[src/rtl/sport_pkg.sv]
package sport_pkg;
  localparam int FRAME_BITS = 256;
  localparam int SEC_START  = 128;
  localparam int WORD_W     = 16;
  localparam int ADDR_W     = 5;
  localparam int DATA_W     = 8;
  localparam int MODE_REG   = 1;
  localparam int MODE_BIT   = 0;
endpackage

[src/rtl/sport_clkgen.sv]
module sport_clkgen #(
  parameter int CLK_DIV    = 4,
  parameter int FRAME_BITS = 256
) (
  input  logic                          clk,
  input  logic                          rst_n,
  output logic                          sclk,
  output logic                          rise_tick,
  output logic                          fall_tick,
  output logic [$clog2(FRAME_BITS)-1:0] bit_cnt,
  output logic [$clog2(FRAME_BITS)-1:0] next_bit
);
  localparam int CW   = $clog2(CLK_DIV);
  localparam int BW   = $clog2(FRAME_BITS);
  localparam int HALF = CLK_DIV / 2;

  logic [CW-1:0] div_q;

  assign rise_tick = (div_q == CW'(CLK_DIV - 1));
  assign fall_tick = (div_q == CW'(HALF - 1));
  assign next_bit  = (bit_cnt == BW'(FRAME_BITS - 1)) ? '0 : bit_cnt + 1'b1;

  always_ff @(posedge clk or negedge rst_n) begin
    if (!rst_n) begin
      div_q   <= '0;
      sclk    <= 1'b0;
      bit_cnt <= BW'(FRAME_BITS - 2);
    end else begin
      div_q <= rise_tick ? '0 : div_q + 1'b1;
      if (rise_tick) begin
        sclk    <= 1'b1;
        bit_cnt <= next_bit;
      end else if (fall_tick) begin
        sclk <= 1'b0;
      end
    end
  end
endmodule

[src/rtl/sport_regfile.sv]
module sport_regfile #(
  parameter int REG_COUNT = 8,
  parameter int ADDR_W    = 5,
  parameter int DATA_W    = 8,
  parameter int MODE_REG  = 1,
  parameter int MODE_BIT  = 0
) (
  input  logic              clk,
  input  logic              rst_n,
  input  logic              wr_en,
  input  logic [ADDR_W-1:0] wr_addr,
  input  logic [DATA_W-1:0] wr_data,
  input  logic [ADDR_W-1:0] rd_addr,
  output logic [DATA_W-1:0] rd_data,
  output logic              mode_wide
);
  localparam int IW = (REG_COUNT > 1) ? $clog2(REG_COUNT) : 1;

  logic [DATA_W-1:0] regs [REG_COUNT];

  for (genvar gi = 0; gi < REG_COUNT; gi++) begin : g_reg
    logic [DATA_W-1:0] r_q;
    always_ff @(posedge clk or negedge rst_n) begin
      if (!rst_n)
        r_q <= '0;
      else if (wr_en && int'(wr_addr) == gi)
        r_q <= wr_data;
    end
    assign regs[gi] = r_q;
  end

  assign rd_data   = (int'(rd_addr) < REG_COUNT) ? regs[rd_addr[IW-1:0]] : '0;
  assign mode_wide = regs[MODE_REG][MODE_BIT];
endmodule

[src/rtl/codec_sport.sv]
module codec_sport #(
  parameter int CLK_DIV   = 4,
  parameter int REG_COUNT = 8
) (
  input  logic        clk,
  input  logic        rst_n,
  output logic        sclk,
  output logic        fsync,
  output logic        sdo,
  input  logic        sdi,
  input  logic        ctl_req,
  input  logic [15:0] cap_data,
  input  logic        cap_valid,
  output logic        cap_ready,
  output logic [15:0] play_data,
  output logic        play_valid,
  input  logic        play_ready
);
  import sport_pkg::*;

  localparam int BW = $clog2(FRAME_BITS);
  localparam logic [BW-1:0] P_LAST  = BW'(WORD_W - 1);
  localparam logic [BW-1:0] S_FIRST = BW'(SEC_START);
  localparam logic [BW-1:0] S_LAST  = BW'(SEC_START + WORD_W - 1);
  localparam logic [BW-1:0] S_RD    = BW'(SEC_START + WORD_W - DATA_W);
  localparam logic [BW-1:0] F_LAST  = BW'(FRAME_BITS - 1);
  localparam int RW_POS = WORD_W - DATA_W - 1;

  logic          rise_tick, fall_tick;
  logic [BW-1:0] bit_cnt, next_bit;

  sport_clkgen #(.CLK_DIV(CLK_DIV), .FRAME_BITS(FRAME_BITS)) u_clkgen (
    .clk(clk), .rst_n(rst_n), .sclk(sclk), .rise_tick(rise_tick),
    .fall_tick(fall_tick), .bit_cnt(bit_cnt), .next_bit(next_bit)
  );

  logic [WORD_W-2:0] rx_q;
  logic [WORD_W-1:0] rx_word, tx_q, cap_q, prim_load, rd_load, play_q;
  logic              sec_pend, sec_act, cap_full, play_v_q, sdo_q, fsync_q;
  logic              mode_wide, in_prim, in_sec, prim_done, sec_done, req;
  logic              n_in_prim, n_in_sec, nsec_on, wr_en, cap_take;
  logic [DATA_W-1:0] rd_data;

  // Current and next bit-period classification
  assign in_prim   = (bit_cnt <= P_LAST);
  assign in_sec    = sec_act && (bit_cnt >= S_FIRST) && (bit_cnt <= S_LAST);
  assign n_in_prim = (next_bit <= P_LAST);
  assign n_in_sec  = (next_bit >= S_FIRST) && (next_bit <= S_LAST);
  assign nsec_on   = (next_bit == S_FIRST) ? sec_pend : sec_act;

  assign rx_word   = {rx_q, sdi};
  assign prim_done = fall_tick && (bit_cnt == P_LAST);
  assign sec_done  = fall_tick && sec_act && (bit_cnt == S_LAST);
  assign req       = mode_wide ? ctl_req : rx_word[0];
  assign wr_en     = sec_done && !rx_word[WORD_W-1];

  sport_regfile #(
    .REG_COUNT(REG_COUNT), .ADDR_W(ADDR_W), .DATA_W(DATA_W),
    .MODE_REG(MODE_REG), .MODE_BIT(MODE_BIT)
  ) u_regs (
    .clk(clk), .rst_n(rst_n), .wr_en(wr_en),
    .wr_addr(rx_word[DATA_W+ADDR_W-1:DATA_W]), .wr_data(rx_word[DATA_W-1:0]),
    .rd_addr(rx_q[ADDR_W-1:0]), .rd_data(rd_data), .mode_wide(mode_wide)
  );

  assign prim_load = cap_full ? cap_q : '0;
  assign rd_load   = {rd_data, {(WORD_W-DATA_W){1'b0}}};
  assign cap_take  = cap_valid && !cap_full;

  // Receive side: sample on falling sclk inside active slots
  always_ff @(posedge clk or negedge rst_n) begin
    if (!rst_n) begin
      rx_q     <= '0;
      sec_pend <= 1'b0;
      sec_act  <= 1'b0;
    end else begin
      if (fall_tick && (in_prim || in_sec))
        rx_q <= rx_word[WORD_W-2:0];
      if (prim_done)
        sec_pend <= req;
      else if (rise_tick && next_bit == S_FIRST)
        sec_pend <= 1'b0;
      if (rise_tick && next_bit == S_FIRST)
        sec_act <= sec_pend;
      else if (rise_tick && next_bit == S_LAST + 1'b1)
        sec_act <= 1'b0;
    end
  end

  // Transmit side: update on rising sclk
  always_ff @(posedge clk or negedge rst_n) begin
    if (!rst_n) begin
      tx_q    <= '0;
      sdo_q   <= 1'b0;
      fsync_q <= 1'b0;
    end else if (rise_tick) begin
      fsync_q <= (next_bit == F_LAST) || (next_bit == S_FIRST - 1'b1 && sec_pend);
      if (next_bit == '0) begin
        sdo_q <= prim_load[WORD_W-1];
        tx_q  <= prim_load << 1;
      end else if (n_in_sec && nsec_on && next_bit == S_RD && rx_q[RW_POS]) begin
        sdo_q <= rd_load[WORD_W-1];
        tx_q  <= rd_load << 1;
      end else if (n_in_prim || (n_in_sec && nsec_on)) begin
        sdo_q <= tx_q[WORD_W-1];
        tx_q  <= tx_q << 1;
      end else begin
        sdo_q <= 1'b0;
      end
    end
  end

  // Capture and playback streams
  always_ff @(posedge clk or negedge rst_n) begin
    if (!rst_n) begin
      cap_q    <= '0;
      cap_full <= 1'b0;
      play_q   <= '0;
      play_v_q <= 1'b0;
    end else begin
      if (cap_take) begin
        cap_q    <= cap_data;
        cap_full <= 1'b1;
      end else if (rise_tick && next_bit == '0) begin
        cap_full <= 1'b0;
      end
      if (prim_done) begin
        play_v_q <= 1'b1;
        play_q   <= mode_wide ? rx_word : {rx_word[WORD_W-1:1], 1'b0};
      end else if (play_v_q && play_ready) begin
        play_v_q <= 1'b0;
      end
    end
  end

  assign sdo        = sdo_q;
  assign fsync      = fsync_q;
  assign cap_ready  = !cap_full;
  assign play_data  = play_q;
  assign play_valid = play_v_q;
endmodule

[config.mk]
export PLATFORM = sky130hd
export DESIGN_NAME = codec_sport
export DESIGN_NICKNAME = d
export VERILOG_FILES = /design/src/rtl/sport_pkg.sv /design/src/rtl/sport_clkgen.sv /design/src/rtl/sport_regfile.sv /design/src/rtl/codec_sport.sv
export SDC_FILE = /design/constraint.sdc
export NUM_CORES = 1
export LEC_CHECK = 0
export ABC_AREA = 1
export ABC_CLOCK_PERIOD_IN_PS = 2900
export BUFFER_PORTS_ARGS = -buffer_cell sky130_fd_sc_hd__buf_2
export CORE_MARGIN = 2
export CORE_UTILIZATION = 50
export DETAILED_ROUTE_END_ITERATION = 10
export GPL_ROUTABILITY_DRIVEN = 0
export PLACE_DENSITY = 0.68
export SLEW_MARGIN = 20
export SYNTH_ARGS = -nofsm -noshare
export SYNTH_HDL_FRONTEND = slang
export SYNTH_SLANG_ARGS = --single-unit
[constraint.sdc]
create_clock -name clk -period 2.9 [get_ports clk]
set_input_delay 0.58 -clock clk [delete_from_list [all_inputs] [get_ports clk]]
set_output_delay 0.58 -clock clk [all_outputs]
set_load 0.05 [all_outputs]
==> out/results.md, run 1 <==
## Yosys
- biggest area contributors in the synthesized netlist: sky130_fd_sc_hd__dfrtp_1 52%, sky130_fd_sc_hd__nand2_1 8.7%, sky130_fd_sc_hd__o21ai_0 7.9%, sky130_fd_sc_hd__nor2_1 4.6%, sky130_fd_sc_hd__nand3_1 3.9%
- post-synthesis share of cell area spent on full adders, half adders and majority gates: 0.965%
- Synth Area in Compound Gates: 15.3%
- synthesized area per cell: 8.68 um^2
- mux cell area share after synthesis: 1.74%
- proportion of synthesized flip-flops having asynchronous set or reset: 100%
- most frequent cells after synthesis: 151 x sky130_fd_sc_hd__nand2_1, 136 x sky130_fd_sc_hd__dfrtp_1, 103 x sky130_fd_sc_hd__o21ai_0
- part of the Yosys area used for sequential elements: 55.3%
- Seq cells post-synth: 143
- Yosys warning total: 0
- Synth cell types: 33
- number of instances in the synthesized netlist: 747
- post-synthesis share of cell area spent on xor and xnor gates: 0.135%
- number of synthesized flops with an enable pin: 0
- Post-Synth Simple-Gate Area: 20.5%
- Post-Synthesis Cell Area: 6480 um^2
- proportion of netlist area held by the largest area contributor: 52.5%
- library cell with the highest instance count after synthesis: sky130_fd_sc_hd__nand2_1
- Post-Syn Nets: 774
- biggest area consumer among synthesized cells: sky130_fd_sc_hd__dfrtp_1
- top flip-flop cell by instance count after synthesis: sky130_fd_sc_hd__dfrtp_1
- combinational family with the most area after synthesis: simple AND/OR/NAND/NOR gates

## Setup path
- path depth of the worst reg2reg path: 12
- type of the setup path with the least slack: register to register
- crit path capture type: register
- delay of the slowest cell on the worst path: 580 ps
- cell-by-cell listing of the critical path: ha_1 -> nand2_2 -> inv_1 -> nand2_1 -> nand2_1 -> inv_1 -> nor2_1 -> nand2_1 -> nor2_1 -> nand3_1 -> nand3_1 -> a21oi_1
- launch point of the critical path: u_clkgen.bit_cnt[1]
- worst reg-to-reg setup slack: 500 ps
- CP max stage cell: sky130_fd_sc_hd__dfstp_2
- required time reported for the critical path endpoint: 3200 ps
- startpoint of the most critical register-to-register path: u_clkgen.bit_cnt[1]
- data arrival time of the worst path: 2700 ps
- capture point of the worst reg-to-reg path: sdo
- critical path peak fanout: 8
- cell seen most often among critical-path stages: sky130_fd_sc_hd__nand2_1
- CP Launch Type: register

## Cells and area
- share of post-route cells with drive strength above 1: 15.6%
- area used by multi-input combinational logic: 2500 um^2
- Sequential cell area: 3590 um^2
- ANT cells: 0
- final-stage net count: 811
- fillers: 1,148
- area added between synthesis and finish: 15.4%

## GRT
- remaining global-route overflow: 0
- GRT Util Overall: 22.4%
- global-route wire length before repair: 25,100 um
- maximum number of pins on one net before global-route repair: 62
- antenna violations before repair: 0
- number of global-route vias before repair: 5,150

## Clock tree
- insertion delay of the later-clocked pin in the worst-skew pair: 420 ps
- maximum buffer depth of the clock tree: 2
- setup fix buffers added after clock tree synthesis: 0
- number of H-tree branching levels: 4
- quantity of gates resized following cts: 0
- total clock sinks: 143
- cell at the root of the clock tree: sky130_fd_sc_hd__clkbuf_16
- CTS clk-pin slew, worst paths: 50 ps
- clock buffer count from CTS: 17
- TritonCTS clock tree: built
- total of hold buffers inserted after clock tree synthesis: 0

## Floorplan
- Initial Util: 51.4%
- horizontal extent of the die: 118 um
- height of the die: 118 um
- total I/O pin count: 43
- total core area: 12,600 um^2
- Core Rows: 41
- area of the die: 13,900 um^2

## Drt
- number of remaining DRC errors: 0
- Highest Signal Layer: met4
- met3 wire length: 643 um
- router iterations before antenna repair: 6
- mean number of vias per cell: 5.37
- vias post-DR: 5,201
- Met1 Wirelength: 6580 um
- post-route ant nets: 0
- total wire length after detailed routing: 14,600 um
- starting DRC count in detailed routing: 531
- DR WL/cell: 15.1 um
- met2 WL: 7170 um

## Timing
- highest attainable clock frequency: 0.417 GHz
- setup-violating endpoint count in the final report: 0
- setup_tns: 0 ps
- headroom to the max-slew limit: 52.2%
- transition at the pin with the smallest max-transition slack: 715 ps
- number of hold violations in the final report: 0
- count of final max-slew check failures: 0
- Layout Skew: 7.78 ps
- final critical path time including I/O delays and setup: 2400 ps
- ratio of final minimum period to clock period: 82.7%
- setup repair after global routing missed its margin: false

## Worst hold path
- worst min-delay path category: input pin to asynchronous set/reset pin

## Flow run
- max-cap violations: 0

## Power and ir drop
- total power: 4.43 mW
- standby leakage power: 3.60 nW
- worst vdd ir: 390 uV
- Pwr Density: 592 nW/um^2

## Placed design
- half-perimeter wire length after placement: 9790 um
- number of input and output port buffers inserted: 42

## Status
- run status: finished clean

routing by layer:
layer / vias to the layer above / GRT usage, %
met5: - / 0
met4: 0 / 7.00
met3: 24 / 5.57
met2: 158 / 36.1
met1: 2479 / 30.1
li1: 2540 / -
area by class of cell:
type,count,share of cell area (%)
inverters,59,2.99
repair buffers,55,4.53
flip-flops and latches,143,47.9
clock buffers,23,6.12
clock inverters,9,2.11
well taps,172,2.87
multi-input cells,508,33.5
cells in the final DEF, fill, tap and decap left out, types with 10 or more instances in the layout:
| cell type | n |
|---|---|
| sky130_fd_sc_hd__a21oi_1 | 34 |
| sky130_fd_sc_hd__buf_2 | 41 |
| sky130_fd_sc_hd__buf_4 | 11 |
| sky130_fd_sc_hd__clkbuf_16 | 17 |
| sky130_fd_sc_hd__dfrtp_1 | 136 |
| sky130_fd_sc_hd__inv_1 | 54 |
| sky130_fd_sc_hd__mux2_2 | 10 |
| sky130_fd_sc_hd__nand2_1 | 151 |
| sky130_fd_sc_hd__nand2_2 | 13 |
| sky130_fd_sc_hd__nand3_1 | 50 |
| sky130_fd_sc_hd__nor2_1 | 80 |
| sky130_fd_sc_hd__o21ai_0 | 102 |
| sky130_fd_sc_hd__o21ai_1 | 33 |
| sky130_fd_sc_hd__o221ai_1 | 12 |
sequential cells by signal, summed over array words and instances, names as in the netlist, 2 cells and up:
register and cells:
u_regs.g.r_q 64, cap_q 16, play_data 16, rx_q 15
tx_q 15, u_clkgen.bit_cnt 8, u_clkgen.div_q 2
power breakdown:
group / internal, mW / total (mW) / switching, mW
registers: 2.01 / 2.02 / 0.0136
logic: 0.0443 / 0.158 / 0.113
clock network: 1.46 / 2.26 / 0.791
total: 3.51 / 4.43 / 0.918
kinds of logic (layout without fill, tap and decap cells):
logic type                 Yosys count  after routing
and+or+nand+nor                    306            306
xor gates and xnor gates             1              1
adders and majority gates            5              5
buffers and inverters               96            146
muxes                               10             10
AOI/OAI and AO/OA                  186            186
DFF                                143            143
critical path, delay by kind of cell (launching register included):
family                   cells  cell delay (ps)
adder cells (fa/ha/maj)      1              210
AND/OR/NAND/NOR              8             1240
flip-flops                   1              580
AO/OA/AOI/OAI                1               60
buffers and inverters        2              180
how the worst max path moves through the flow:
stage	end	slack, ps
CTS	sdo	500
detailed placement	tx_q[9]	510
global placement	sdo	600
global route	tx_q[12]	210
floorplan	cap_full	830
finish	sdo	500
per-stage QoR:
stage | util [%] | std cells | hold slack (ps) | setup slack, ps | instance area, um^2
after global routing | 59.3 | 969 | 190 | 210 | 7490
final | 59.3 | 969 | 151 | 501 | 7490
after detailed placement | 54.4 | 937 | 462 | 511 | 6870
after global placement | 54.4 | 937 | 445 | 598 | 6870
after floorplan | - | 747 | 284 | 834 | 6480
after CTS | 59.3 | 969 | 164 | 498 | 7490
Power figures use the tool's default switching activity.
==> inputs of run 2 (changes only) <==
--- a/config.mk
+++ b/config.mk
@@ -6,13 +6,13 @@
 export NUM_CORES = 1
 export LEC_CHECK = 0
 export ABC_AREA = 1
-export ABC_CLOCK_PERIOD_IN_PS = 2900
+export ABC_CLOCK_PERIOD_IN_PS = 2000
 export BUFFER_PORTS_ARGS = -buffer_cell sky130_fd_sc_hd__buf_2
 export CORE_MARGIN = 2
 export CORE_UTILIZATION = 50
 export DETAILED_ROUTE_END_ITERATION = 10
 export GPL_ROUTABILITY_DRIVEN = 0
-export PLACE_DENSITY = 0.68
+export PLACE_DENSITY = 0.7
 export SLEW_MARGIN = 20
 export SYNTH_ARGS = -nofsm -noshare
 export SYNTH_HDL_FRONTEND = slang
==> constraint.sdc (replaced) <==
create_clock -name clk -period 2 [get_ports clk]
set_input_delay 0.4 -clock clk [delete_from_list [all_inputs] [get_ports clk]]
set_output_delay 0.4 -clock clk [all_outputs]
set_load 0.05 [all_outputs]
==> run 2 against run 1 <==
Combinational power up 53%. The flow now finishes with violations (setup timing). Via count rose by 11%. Wire length increased by 21%. Critical path type unchanged. Global-route usage rose by 1.1 points. Critical endpoint is now tx_q[5]. Register-to-register slack got worse by 680 ps. Final area rose by 16%. Clock-buffer cell count fell by 2. Power rose by 49%. Sequential share of layout area decreased by 6.7 points.
==> out/results.md, run 2 (synthesis gave the netlist of run 1 again) <==
## Clock tree
- TritonCTS clock tree: built, unchanged
- total clock sinks: 143, unchanged
- CTS clk-pin slew, worst paths: 60 ps, was 50 ps
- number of H-tree branching levels: 4, unchanged
- clock buffer count from CTS: 17, unchanged
- insertion delay of the later-clocked pin in the worst-skew pair: 430 ps, was 420 ps
- maximum buffer depth of the clock tree: 2, unchanged
- cell at the root of the clock tree: sky130_fd_sc_hd__clkbuf_16, unchanged

## Cells and area
- max FFs per register: 64, unchanged
- register ranked first by flip-flop count: u_regs.g.r_q, unchanged
- share of post-route cells with drive strength above 1: 32.0%, was 15.6%
- Sequential cell area: 3590 um^2, unchanged
- area used by multi-input combinational logic: 3060 um^2, was 2500 um^2
- fillers: 931, was 1,148
- commonest non-fill, non-tap cell in the layout: sky130_fd_sc_hd__dfrtp_1, was sky130_fd_sc_hd__nand2_1
- ANT cells: 0, unchanged
- commonest non-fill, non-tap cells in the layout: 136 x sky130_fd_sc_hd__dfrtp_1, 130 x sky130_fd_sc_hd__nand2_1, 89 x sky130_fd_sc_hd__o21ai_0, was 151 x sky130_fd_sc_hd__nand2_1, 136 x sky130_fd_sc_hd__dfrtp_1, 102 x sky130_fd_sc_hd__o21ai_0
- final standard cell area without fillers: 8690 um^2, was 7490 um^2
- final-stage net count: 866, was 811
- area added between synthesis and finish: 34.1%, was 15.4%

## Placed design
- placed standard-cell area: 7250 um^2, was 6870 um^2
- half-perimeter wire length after placement: 9720 um, was 9790 um
- number of input and output port buffers inserted: 42, unchanged

## Floorplan
- total I/O pin count: 43, unchanged
- Initial Util: 51.4%, unchanged
- horizontal extent of the die: 118 um, unchanged
- total core area: 12,600 um^2, unchanged
- Core Rows: 41, unchanged
- height of the die: 118 um, unchanged
- area of the die: 13,900 um^2, unchanged

## Drt
- DR WL/cell: 17.3 um, was 15.1 um
- total wire length after detailed routing: 17,800 um, was 14,600 um
- mean number of vias per cell: 5.66, was 5.37
- router iterations before antenna repair: 7, was 6
- post-route ant nets: 0, unchanged
- vias post-DR: 5,796, was 5,201
- starting DRC count in detailed routing: 522, was 531
- number of remaining DRC errors: 0, unchanged

## Worst hold path
- start point of the worst min-delay path: play_ready
- hold-critical path endpoint: play_valid
- worst min-delay path category: input pin to register, was input pin to asynchronous set/reset pin
- Hold Path Depth: 2

## Setup path
- crit path capture type: register, unchanged
- data arrival time of the worst path: 2490 ps, was 2700 ps
- path depth of the worst reg2reg path: 11, was 12
- critical path peak fanout: 7, was 8
- type of the setup path with the least slack: register to register, unchanged
- CP Launch Type: register, unchanged
- required time reported for the critical path endpoint: 2310 ps, was 3200 ps
- worst reg-to-reg setup slack: -180 ps, was 500 ps
- capture point of the worst reg-to-reg path: tx_q[5], was sdo
- startpoint of the most critical register-to-register path: u_clkgen.bit_cnt[3], was u_clkgen.bit_cnt[1]

## GRT
- maximum number of pins on one net before global-route repair: 53, was 62
- global-route wire length before repair: 26,400 um, was 25,100 um
- number of global-route vias before repair: 5,371, was 5,150
- remaining global-route overflow: 0, unchanged
- antenna violations before repair: 0, unchanged
- GRT Util Overall: 23.6%, was 22.4%

## Timing
- number of hold violations in the final report: 0, unchanged
- count of final max-slew check failures: 0, unchanged
- setup_tns: -2810 ps, was 0 ps
- Layout Skew: 6.63 ps, was 7.78 ps
- highest attainable clock frequency: 0.458 GHz, was 0.417 GHz
- headroom to the max-slew limit: 63.8%, was 52.2%
- ratio of final minimum period to clock period: 109%, was 82.7%
- slack of the critical path: -182 ps, was 501 ps
- setup-violating endpoint count in the final report: 52, was 0
- setup repair after global routing missed its margin: true, was false
- transition at the pin with the smallest max-transition slack: 543 ps, was 715 ps
- final critical path time including I/O delays and setup: 2180 ps, was 2400 ps

## Power and ir drop
- Pwr Density: 760 nW/um^2, was 592 nW/um^2
- standby leakage power: 4.09 nW, was 3.60 nW
- worst vdd ir: 676 uV, was 390 uV
- total power: 6.60 mW, was 4.43 mW

## Flow run
- max-cap violations: 0, unchanged

## Status
- failing checks: setup timing
- run status: complete, but fails checks, was finished clean

==> run 2: cell count changes in the layout (fill, tap and decap cells not counted), sizes merged <==
cell	before	now
inv	58	59
nand3	53	54
nand2	165	167
buf	55	102
clkinv	4	5
clkbuf	23	24
dlygate4sd3	0	1
clkinvlp	2	3
==> run 2: worst max-delay path by stage <==
stage / slack [ps] / to / from / depth (start not counted)
after floorplan: 3 / u_regs.g_reg[7].r_q[0] / u_clkgen.bit_cnt[1] / 11
after global placement: -60 / sdo / u_clkgen.bit_cnt[1] / 13
after detailed placement: -160 / tx_q[11] / u_clkgen.bit_cnt[1] / 13
after CTS: -30 / u_regs.g_reg[4].r_q[5] / u_clkgen.bit_cnt[1] / 12
after global routing: -270 / tx_q[12] / u_clkgen.bit_cnt[1] / 13
final: -180 / tx_q[5] / u_clkgen.bit_cnt[3] / 11
==> run 2: report_power, final <==
part / internal [mW] / switching, mW
sequential: 2.91 / 0.0122
clock: 2.20 / 1.25
combinational: 0.0698 / 0.172
total: 5.17 / 1.43
==> run 2: timing repair <==
action	CTS	global route
gates resized for setup	26	138
cloned	2	5
endpoints found under the hold margin	41	0
endpoints found under the setup margin	44	89
buffers inserted	1	8
hold buffers	1	0
pin swaps	3	15
==> run 2: through the flow <==
step	setup WS (ps)	hold slack, ps	instances	utilization [%]
floorplan	3.21	104	747	-
global placement	-56.7	383	975	57.4
detailed placement	-155	378	975	57.4
CTS	-31.7	174	1011	63.6
global route	-273	204	1024	68.9
finish	-182	179	1024	68.9
==> run 2: metal layers <==
layer | part of all wire, % | GRT usage, %
met2 | 50 | 37.7
met3 | 6.0 | 5.96
met5 | 0 | 0
met1 | 41 | 30.4
met4 | 2.9 | 10.4
==> run 2: layout make-up <==
cell class,instances,share of cell area [%]
Timing Repair Buffer,106,10.6
Inverter,59,2.84
Tap cell,172,2.48
Clock inverter,11,2.04
Timing Repair inverter,1,0.187
Clock buffer,21,5.41
Multi-Input combinational cell,511,35.2
Sequential cell,143,41.3
==> run 2: worst max-delay path: stages, from the launching register on <==
cell                        delay (ps)
sky130_fd_sc_hd__dfstp_2           560
sky130_fd_sc_hd__nand2_1           110
sky130_fd_sc_hd__nor2_2            220
sky130_fd_sc_hd__nand3_2           150
sky130_fd_sc_hd__nand3_4           150
sky130_fd_sc_hd__nand2_4            80
sky130_fd_sc_hd__buf_6             120
sky130_fd_sc_hd__nor3_4            210
sky130_fd_sc_hd__inv_2             120
sky130_fd_sc_hd__clkbuf_16         190
sky130_fd_sc_hd__nand3_2            80
sky130_fd_sc_hd__a21oi_2            60
==> inputs of run 3 (changes only) <==
--- a/config.mk
+++ b/config.mk
@@ -16,4 +16,5 @@
 export SLEW_MARGIN = 20
 export SYNTH_ARGS = -nofsm -noshare
 export SYNTH_HDL_FRONTEND = slang
+export SYNTH_HIERARCHICAL = 1
 export SYNTH_SLANG_ARGS = --single-unit
==> run 3 against run 2 <==
The run still ends with setup timing left. Sequential cell count is the same. Combinational power is 36% higher. Non-clock buffer count grew 11. Global-route usage shrank 0.11 points. Via count increased by 9.1%. Synthesized area rose by 11%. Hold slack lost 23 ps. Sequential share of layout area is 3.8 points lower. Setup slack worse by 47 ps. Synthesized cell count grew 21%.
==> out/results.md, run 3 <==
## Clock tree
- clock buffer count from CTS: 17, unchanged
- insertion delay of the later-clocked pin in the worst-skew pair: 430 ps, about the same
- number of H-tree branching levels: 4, unchanged
- CTS clk-pin slew, worst paths: 60 ps, about the same
- maximum buffer depth of the clock tree: 2, unchanged
- total clock sinks: 143, unchanged
- TritonCTS clock tree: built, unchanged
- cell at the root of the clock tree: sky130_fd_sc_hd__clkbuf_16, unchanged

## Status
- failing checks: setup timing, unchanged
- run status: complete, but fails checks, unchanged

## Placed design
- placed standard-cell area: 7970 um^2, was 7250 um^2
- number of input and output port buffers inserted: 42, unchanged
- minimum setup slack after placement: -220 ps, was -155 ps
- half-perimeter wire length after placement: 9930 um, was 9720 um

## Setup path
- critical path peak fanout: 8, was 7
- CP delay by family, top: simple AND/OR/NAND/NOR gates, unchanged
- required time reported for the critical path endpoint: 2350 ps, was 2310 ps
- CP max stage cell: sky130_fd_sc_hd__dfstp_2, unchanged
- CP Buf/Inv Count: 4, was 3
- crit path capture type: register, unchanged
- cell-by-cell listing of the critical path: ha_4 -> nand2_4 -> inv_6 -> nand2_4 -> xor2_2 -> inv_1 -> inv_2 -> nand2_2 -> nor2_4 -> buf_6 -> nand4_4 -> nand2_2 -> nand3_1 -> a21oi_2, was nand2_1 -> nor2_2 -> nand3_2 -> nand3_4 -> nand2_4 -> buf_6 -> nor3_4 -> inv_2 -> clkbuf_16 -> nand3_2 -> a21oi_2
- CP Launch Type: register, unchanged
- data arrival time of the worst path: 2580 ps, was 2490 ps
- delay of the slowest cell on the worst path: 570 ps, was 560 ps
- type of the setup path with the least slack: register to register, unchanged

## Power and ir drop
- worst vdd ir: 560 uV, was 676 uV
- total power: 6.80 mW, was 6.60 mW
- Pwr Density: 711 nW/um^2, was 760 nW/um^2
- standby leakage power: 4.64 nW, was 4.09 nW

## Drt
- mean number of vias per cell: 5.24, was 5.66
- DR WL/cell: 15.5 um, was 17.3 um
- total wire length after detailed routing: 18,700 um, was 17,800 um
- number of remaining DRC errors: 0, unchanged
- vias post-DR: 6,321, was 5,796
- starting DRC count in detailed routing: 559, was 522
- router iterations before antenna repair: 5, was 7
- post-route ant nets: 0, unchanged

## Floorplan
- Core Rows: 43, was 41
- total core area: 14,000 um^2, was 12,600 um^2
- total I/O pin count: 43, unchanged
- height of the die: 124 um, was 118 um
- Initial Util: 51.6%, was 51.4%
- horizontal extent of the die: 124 um, was 118 um
- area of the die: 15,400 um^2, was 13,900 um^2

## Yosys
- Seq cells post-synth: 143, unchanged
- number of instances in the synthesized netlist: 906, was 747
- most frequent cells after synthesis: 245 x sky130_fd_sc_hd__nand2_1, 147 x sky130_fd_sc_hd__inv_1, 136 x sky130_fd_sc_hd__dfrtp_1, was 151 x sky130_fd_sc_hd__nand2_1, 136 x sky130_fd_sc_hd__dfrtp_1, 103 x sky130_fd_sc_hd__o21ai_0
- Synth cell types: 36, was 33
- Post-Synthesis Cell Area: 7210 um^2, was 6480 um^2
- number of synthesized flops with an enable pin: 0, unchanged
- top flip-flop cell by instance count after synthesis: sky130_fd_sc_hd__dfrtp_1, unchanged
- part of the Yosys area used for sequential elements: 49.7%, was 55.3%
- library cell with the highest instance count after synthesis: sky130_fd_sc_hd__nand2_1, unchanged
- proportion of netlist area held by the largest area contributor: 47.2%, was 52.5%
- Yosys warning total: 6, was 0
- proportion of synthesized flip-flops having asynchronous set or reset: 100%, unchanged
- synthesized area per cell: 7.96 um^2, was 8.68 um^2
- Post-Syn Nets: 931, was 774
- biggest area contributors in the synthesized netlist: sky130_fd_sc_hd__dfrtp_1 47%, sky130_fd_sc_hd__nand2_1 13%, sky130_fd_sc_hd__inv_1 7.6%, sky130_fd_sc_hd__nand3_1 5.1%, sky130_fd_sc_hd__o21ai_2 3.4%, was sky130_fd_sc_hd__dfrtp_1 52%, sky130_fd_sc_hd__nand2_1 8.7%, sky130_fd_sc_hd__o21ai_0 7.9%, sky130_fd_sc_hd__nor2_1 4.6%, sky130_fd_sc_hd__nand3_1 3.9%
- biggest area consumer among synthesized cells: sky130_fd_sc_hd__dfrtp_1, unchanged

## GRT
- global-route wire length before repair: 27,900 um, was 26,400 um
- GRT Util Overall: 23.5%, was 23.6%
- antenna violations before repair: 0, unchanged
- remaining global-route overflow: 0, unchanged
- number of global-route vias before repair: 5,674, was 5,371
- maximum number of pins on one net before global-route repair: 40, was 53

## Flow run
- max-cap violations: 0, unchanged

## Cells and area
- post-route core utilization: 68.4%, was 68.9%
- max FFs per register: 64, unchanged
- final-stage net count: 1,038, was 866
- ANT cells: 0, unchanged
- share of post-route cells with drive strength above 1: 33.6%, was 32.0%
- commonest non-fill, non-tap cells in the layout: 193 x sky130_fd_sc_hd__nand2_1, 141 x sky130_fd_sc_hd__inv_1, 136 x sky130_fd_sc_hd__dfrtp_1, was 136 x sky130_fd_sc_hd__dfrtp_1, 130 x sky130_fd_sc_hd__nand2_1, 89 x sky130_fd_sc_hd__o21ai_0
- final standard cell area without fillers: 9570 um^2, was 8690 um^2
- area added between synthesis and finish: 32.6%, was 34.1%
- register ranked first by flip-flop count: u_regs/g.r_q, was u_regs.g.r_q
- commonest non-fill, non-tap cell in the layout: sky130_fd_sc_hd__nand2_1, was sky130_fd_sc_hd__dfrtp_1

## Worst hold path
- worst min-delay path category: input pin to register, unchanged

## Timing
- setup-violating endpoint count in the final report: 83, was 52
- Fin Hold WS: 156 ps, was 179 ps
- headroom to the max-slew limit: 47.6%, was 63.8%
- setup repair after global routing missed its margin: true, unchanged
- final critical path time including I/O delays and setup: 2230 ps, was 2180 ps
- count of final max-slew check failures: 0, unchanged
- number of hold violations in the final report: 0, unchanged
- ratio of final minimum period to clock period: 111%, was 109%
- highest attainable clock frequency: 0.449 GHz, was 0.458 GHz
- transition at the pin with the smallest max-transition slack: 786 ps, was 543 ps
- slack of the critical path: -229 ps, was -182 ps
- Layout Skew: 5.87 ps, was 6.63 ps

==> run 3: changes by cell type after synthesis, moves of 23 or more <==
cell	before	now
sky130_fd_sc_hd__o21ai_2	0	28
sky130_fd_sc_hd__inv_1	54	147
sky130_fd_sc_hd__nand3_1	50	73
sky130_fd_sc_hd__nand2_1	151	245
sky130_fd_sc_hd__o21ai_0	103	43
==> run 3: per-stage QoR <==
step                std cells  TNS, ps
floorplan                 906     -348
finish                   1206   -10230
global placement         1143    -2660
detailed placement       1143    -4140
global route             1206   -20850
CTS                      1190    -1780
==> run 3: power breakdown <==
group          internal, mW  switching [mW]
registers              2.95          0.0368
logic                0.0975           0.230
clock network          2.24            1.25
==> run 3: cell type report <==
| class | count | area (um^2) |
|---|---|---|
| flip-flops and latches | 143 | 3590 |
| clock inverters | 14 | 215 |
| inverters | 154 | 603 |
| repair inverters | 1 | 6.26 |
| multi-input cells | 579 | 3470 |
| clock buffers | 18 | 439 |
| fillers | 1040 | 4420 |
| repair buffers | 117 | 1030 |
| well taps | 180 | 225 |
==> run 3: what timing repair did <==
item | 4_1_cts | 5_1_grt
endpoints found under the setup margin | 35 | 83
endpoints found under the hold margin | 35 | 0
hold buffers | 1 | 0
resized for setup | 56 | 102
setup buffers | 11 | 10
pin swaps | 17 | 31
cloned | 3 | 6
==> run 3: routing by layer <==
metal | track usage [%] | up-vias | routed length, um
met5 | 0 | - | 0
met4 | 8.78 | 0 | 370
met3 | 4.30 | 31 | 1180
met2 | 35.6 | 203 | 9050
met1 | 33.7 | 3039 | 8080
li1 | - | 3048 | -
==> run 3: cells by family after synthesis <==
logic type / share of synthesized area (%)
and+or+nand+nor: 26.6
xor gates and xnor gates: 0.121
AOI/OAI and AO/OA: 11.2
muxes: 0.451
adders and majority gates: 0.520
buffers and inverters: 11.4
DFF: 49.7
==> run 3: worst paths after layout <==
check	to	from	depth (start not counted)	slack (ps)
max	sdo	u_clkgen/bit_cnt[1]	14	-230
max in group asynchronous	u_clkgen/bit_cnt[6]	rst_n	3	930
min in group asynchronous	play_data[5]	rst_n	2	440
min	play_valid	play_ready	2	160
max reg2reg	sdo	u_clkgen/bit_cnt[1]	14	-230
min reg2reg	u_clkgen/div_q[0]	u_clkgen/div_q[0]	1	470
